File: src/rtl/supv_pkg.sv
`timescale 1ns/1ps
package supv_pkg;
  // Strobes passed from the control side to the counter datapath.
  typedef struct packed {
    logic hold;   // some trigger currently forces reset
    logic kick;   // synchronized kick line changed this cycle
    logic tick;   // time base advances this cycle
  } supvStrobe_t;
endpackage

File: src/rtl/supv_ctrl.sv
`timescale 1ns/1ps
module supv_ctrl
  import supv_pkg::*;
#(
  parameter int SYNC_STAGES = 2
) (
  input  logic        clk,
  input  logic        rstN,
  input  logic        supplyLow,
  input  logic        manRstN,
  input  logic        wdKick,
  input  logic        tickEn,
  output supvStrobe_t strb
);
  localparam int LAST = SYNC_STAGES - 1;

  logic [LAST:0] mrSync;
  logic [LAST:0] kickSync;
  logic          kickPrev;

  // Synchronizer chains. Idle values: manual reset released, kick low.
  always_ff @(posedge clk or negedge rstN) begin
    if (!rstN) begin
      mrSync   <= '1;
      kickSync <= '0;
      kickPrev <= 1'b0;
    end else begin
      mrSync   <= {mrSync[LAST-1:0], manRstN};
      kickSync <= {kickSync[LAST-1:0], wdKick};
      kickPrev <= kickSync[LAST];
    end
  end

  always_comb begin
    strb.hold = supplyLow | ~mrSync[LAST];
    strb.kick = kickSync[LAST] ^ kickPrev;
    strb.tick = tickEn;
  end

  // a kick strobe marks a change of the synchronized kick value.
  kick_edge_chk: assert property (@(posedge clk) disable iff (!rstN)
    strb.kick |=> (kickPrev != $past(kickPrev)));
endmodule

File: src/rtl/supv_timers.sv
`timescale 1ns/1ps
module supv_timers
  import supv_pkg::*;
#(
  parameter int RST_CYCLES = 12,
  parameter int WD_CYCLES  = 30
) (
  input  logic        clk,
  input  logic        rstN,
  input  supvStrobe_t strb,
  output logic        rstActive
);
  localparam int RW = $clog2(RST_CYCLES + 1);
  localparam int WW = $clog2(WD_CYCLES + 1);
  localparam logic [RW-1:0] RST_LAST = RW'(RST_CYCLES - 1);
  localparam logic [WW-1:0] WD_LAST  = WW'(WD_CYCLES - 1);

  logic [RW-1:0] rstCnt;
  logic [WW-1:0] wdCnt;
  logic          wdFire;
  logic          rstDone;

  assign rstDone = rstActive && strb.tick && (rstCnt == RST_LAST);
  assign wdFire  = !rstActive && !strb.kick && strb.tick && (wdCnt == WD_LAST);

  // Reset timeout: a trigger or a watchdog expiry reloads it.
  always_ff @(posedge clk or negedge rstN) begin
    if (!rstN) begin
      rstActive <= 1'b1;
      rstCnt    <= '0;
    end else if (strb.hold || wdFire) begin
      rstActive <= 1'b1;
      rstCnt    <= '0;
    end else if (rstDone) begin
      rstActive <= 1'b0;
      rstCnt    <= '0;
    end else if (rstActive && strb.tick) begin
      rstCnt    <= rstCnt + 1'b1;
    end
  end

  // Watchdog count: cleared while in reset, on a kick, or when it fires.
  always_ff @(posedge clk or negedge rstN) begin
    if (!rstN) begin
      wdCnt <= '0;
    end else if (rstActive || strb.kick || wdFire) begin
      wdCnt <= '0;
    end else if (strb.tick) begin
      wdCnt <= wdCnt + 1'b1;
    end
  end


  supply_hold_chk: assert property (@(posedge clk) disable iff (!rstN)
    strb.hold |=> (rstActive && rstCnt == '0));


  timeout_len_chk: assert property (@(posedge clk) disable iff (!rstN)
    $fell(rstActive) |-> ($past(rstCnt) == RST_LAST && $past(strb.tick)));


  wd_cleared_chk: assert property (@(posedge clk) disable iff (!rstN)
    rstActive |=> (wdCnt == '0));


  wd_fire_chk: assert property (@(posedge clk) disable iff (!rstN)
    ($rose(rstActive) && !$past(strb.hold)) |-> ($past(wdCnt) == WD_LAST));


  tick_freeze_chk: assert property (@(posedge clk) disable iff (!rstN)
    (!strb.tick && !strb.hold) |=> ($stable(rstCnt) && $stable(rstActive)));


  cnt_range_chk: assert property (@(posedge clk) disable iff (!rstN)
    rstCnt <= RST_LAST);
endmodule

File: src/rtl/supv_reset_top.sv
`timescale 1ns/1ps
module supv_reset_top
  import supv_pkg::*;
#(
  parameter int RST_CYCLES  = 12,
  parameter int WD_CYCLES   = 30,
  parameter int SYNC_STAGES = 2
) (
  input  logic clk,
  input  logic rstN,
  input  logic supplyLow,
  input  logic manRstN,
  input  logic wdKick,
  input  logic tickEn,
  output logic resetN,
  output logic resetHi
);
  supvStrobe_t strb;
  logic        rstActive;

  supv_ctrl #(.SYNC_STAGES(SYNC_STAGES)) ctrl_i (
    .clk(clk), .rstN(rstN), .supplyLow(supplyLow), .manRstN(manRstN),
    .wdKick(wdKick), .tickEn(tickEn), .strb(strb)
  );

  supv_timers #(.RST_CYCLES(RST_CYCLES), .WD_CYCLES(WD_CYCLES)) timers_i (
    .clk(clk), .rstN(rstN), .strb(strb), .rstActive(rstActive)
  );

  assign resetN  = ~rstActive;
  assign resetHi = rstActive;
endmodule

File: config.mk
export PLATFORM = sky130hd
export DESIGN_NAME = supv_reset_top
export DESIGN_NICKNAME = d
export VERILOG_FILES = /design/src/rtl/supv_pkg.sv /design/src/rtl/supv_ctrl.sv /design/src/rtl/supv_timers.sv /design/src/rtl/supv_reset_top.sv
export SDC_FILE = /design/constraint.sdc
export NUM_CORES = 1
export LEC_CHECK = 0
export CAP_MARGIN = 15
export CORE_MARGIN = 2
export CORE_UTILIZATION = 32
export CTS_CLUSTER_DIAMETER = 120
export DETAILED_ROUTE_END_ITERATION = 6
export PLACE_DENSITY_LB_ADDON = 0.05
export SYNTH_ARGS = -nofsm -noshare
export SYNTH_HDL_FRONTEND = slang
export SYNTH_SLANG_ARGS = --single-unit
File: constraint.sdc
create_clock -name clk -period 1.88 [get_ports clk]
set_clock_uncertainty 0.15 [all_clocks]
set_input_delay 0.376 -clock clk [delete_from_list [all_inputs] [get_ports clk]]
set_output_delay 0.376 -clock clk [all_outputs]
set_load 0.05 [all_outputs]
==> results of run 1 <==
==> cells in the final DEF (no fill, tap or decap), drive strengths merged, types with 3 or more instances in the layout <==
| master | instances |
|---|---|
| xor2 | 3 |
| nand3 | 5 |
| nand2 | 6 |
| ha | 3 |
| a21oi | 3 |
| dfstp | 3 |
| dfrtp | 12 |
| clkbuf | 4 |
| buf | 5 |
| clkdlybuf4s50 | 5 |
| nor2 | 7 |
==> worst paths after layout <==
| check | startpoint | end |
|---|---|---|
| max | timers_i.rstActive | resetN |
| min | ctrl_i.kickSync[0] | ctrl_i.kickSync[1] |
| max reg2reg | timers_i.rstCnt[0] | timers_i.rstCnt[0] |
| min reg2reg | ctrl_i.kickSync[0] | ctrl_i.kickSync[1] |
| max in group asynchronous | rstN | timers_i.wdCnt[0] |
| min in group asynchronous | rstN | timers_i.wdCnt[1] |
==> worst max-delay path, cell delays in order, from the launching register on <==
cell      delay, ns
dfstp_2        0.67
clkinv_2       0.09
buf_4          0.19
==> metal layers <==
| metal | track usage [%] | wire length (um) | up-vias |
|---|---|---|---|
| li1 | - | - | 238 |
| met1 | 14.07 | 600 | 230 |
| met2 | 15.13 | 550 | 9 |
| met3 | 3.869 | 54 | 0 |
| met4 | 4.054 | 0 | 0 |
| met5 | 0 | 0 | - |
==> stage by stage <==
step,hold slack (ns),area (um2),worst slack (ns),std cells
after floorplan,-0.06959,696.9,0.1806,63
after global placement,0.1902,820.8,0.03422,98
after detailed placement,0.1928,820.8,-0.02220,98
after CTS,0.2124,847.1,0.1122,102
after global routing,0.2183,847.1,0.07939,102
final,0.2094,847.1,0.1322,102
==> power by group <==
group | switching [mW] | internal, mW | leakage (nW)
sequential | 0.00399 | 0.331 | 0.192
clock | 0.0955 | 0.0821 | 0.0150
combinational | 0.0193 | 0.0201 | 0.147
total | 0.119 | 0.433 | 0.354
==> layout make-up <==
type / count / area [um2] / share of cell area, %
multi-input combinational: 44 / 299.0 / 35.30
inverter: 2 / 8.758 / 1.034
tap: 27 / 33.78 / 3.988
timing repair buffer: 10 / 100.1 / 11.82
sequential: 15 / 379.1 / 44.76
clock buffer: 4 / 26.28 / 3.102
==> flip-flops by register name, summed over array words and instances (netlist names) <==
signal              count
ctrl_i.kickPrev         1
timers_i.rstActive      1
timers_i.wdCnt          5
ctrl_i.mrSync           2
timers_i.rstCnt         4
ctrl_i.kickSync         2
==> cell families (layout without fill, tap and decap cells) <==
group                    after synthesis  after routing  share of synthesized area, %
buffers and inverters                  4             16                         2.517
AND/OR/NAND/NOR                       25             25                         18.53
AO/OA/AOI/OAI                         10             10                         11.33
flip-flops                            15             15                         54.50
adder cells (fa/ha/maj)                3              3                         5.396
XOR/XNOR                               5              5                         6.296
multiplexers                           1              1                         1.439
==> results.toml, run 1 <==
[synthesis]
postSynthCellCount = 63
yosysMostFrequentCell = "dfrtp_1"
yosysTopAreaCellShare_pct = 43.17
yosys.area.top_type = "dfrtp_1"
synth_area_um2 = 695.7
ys_ff_latch = 15
avgSynthCellArea_um2 = 11.04
synth_area_leaders = "dfrtp_1 (43%), dfstp_2 (11%), ha_1 (5.4%), nor2_1 (3.8%), xor2_1 (3.8%)"
async_flop_share_pct = 100.0
synth-main-ff-cell = "dfrtp_1"
synth_edf_count = 0
yosys_warnings = 0
synth_cell_types = 28
synth_nets = 72
ys_seq_area_share_pct = 54.50
synth_common_cells = "dfrtp_1 (12), nor2_1 (7), nand2_1 (6)"

[clock_network]
cts_buffers = 3
cts_tree = "built"
htreeDepth = 1
cts_resized = 0
cts.sinks = 15
root_buffer = "clkbuf_4"
clk_pin_slew_worst_paths_ns = 0.09
cts_hold_buf = 0
cts_buffer_depth = 2
postCtsSetupRepairBufs = 0
clock_latency_ns = 0.27

[grt]
grt_pass1_wl_um = 1959
grt_max_degree = 11
antenna_found_initial = 0
gr-total-overflow = 0
grt_pass1_vias = 447
grtUsageTotal_pct = 10.45

[floorplanning]
die_h_um = 50.63
coreArea_mm2 = 0.002002
die_w_um = 50.63
start_util_pct = 34.75
rows = 16
io_pins = 8
dieArea_mm2 = 0.002563

[placement]
place_congestion = 0.7190
io_buffers = 7
dpl.hpwl_um = 933.6

[critical_path]
crit_required_ns = 1.35
rrSetupSlack_ns = 0.31
critPathKind = "reg2out"
worstSetupStartpointType = "flip-flop"
path_max_fanout = 9
worstSetupEndpointType = "primary output"
worst_ep_arrival_time_ns = 1.22
reg2reg_depth = 4

[sta]
period_needed_ns = 1.748
fmax_mhz = 572.1
relSlewSlack_pct = 73.04
tns_ns = 0
tightestPinTransition_ns = 0.4031
setup_viol = 0
slew_violations = 0
fin_crit_sh_pct = 92.97
rsz0062_at_grt = "no"
hold_violations = 0

[cells_and_area]
nNetsFinal = 85
drive_gt1_share_pct = 20.00
nFillCells = 206
utilization_pct = 42.31
n_antenna_cell = 0
areaGrowthSynthToFinish_pct = 21.76

[power_and_ir_drop]
vdd_drop_max_uv = 376.2
power_density_mw_per_mm2 = 651.5
finalPower_uw = 551.9
p_leak_nw = 0.3538

[detailed_routing]
drt-initial-drc-count = 2
viasPerCell = 4.676
avgRoutedWirePerCell_um = 11.81
vias = 477
routed_wl_um = 1205
drt.antenna.violating_nets = 0
drt_pass1_iterations = 4
drc = 0

[min_path]
whs_path_depth = 0
hp-class = "reg2reg"

[job]
maxCapViolations = 0

[outcome]
status = "finished, final reports clean"
No activity file was read; power rests on OpenSTA's default activity.
==> inputs of run 2 (changes only) <==
CTS_CLUSTER_SIZE = 20   (was default)
==> results of run 2 <==
The final DEF is identical to that of run 1; final timing and power are the same.
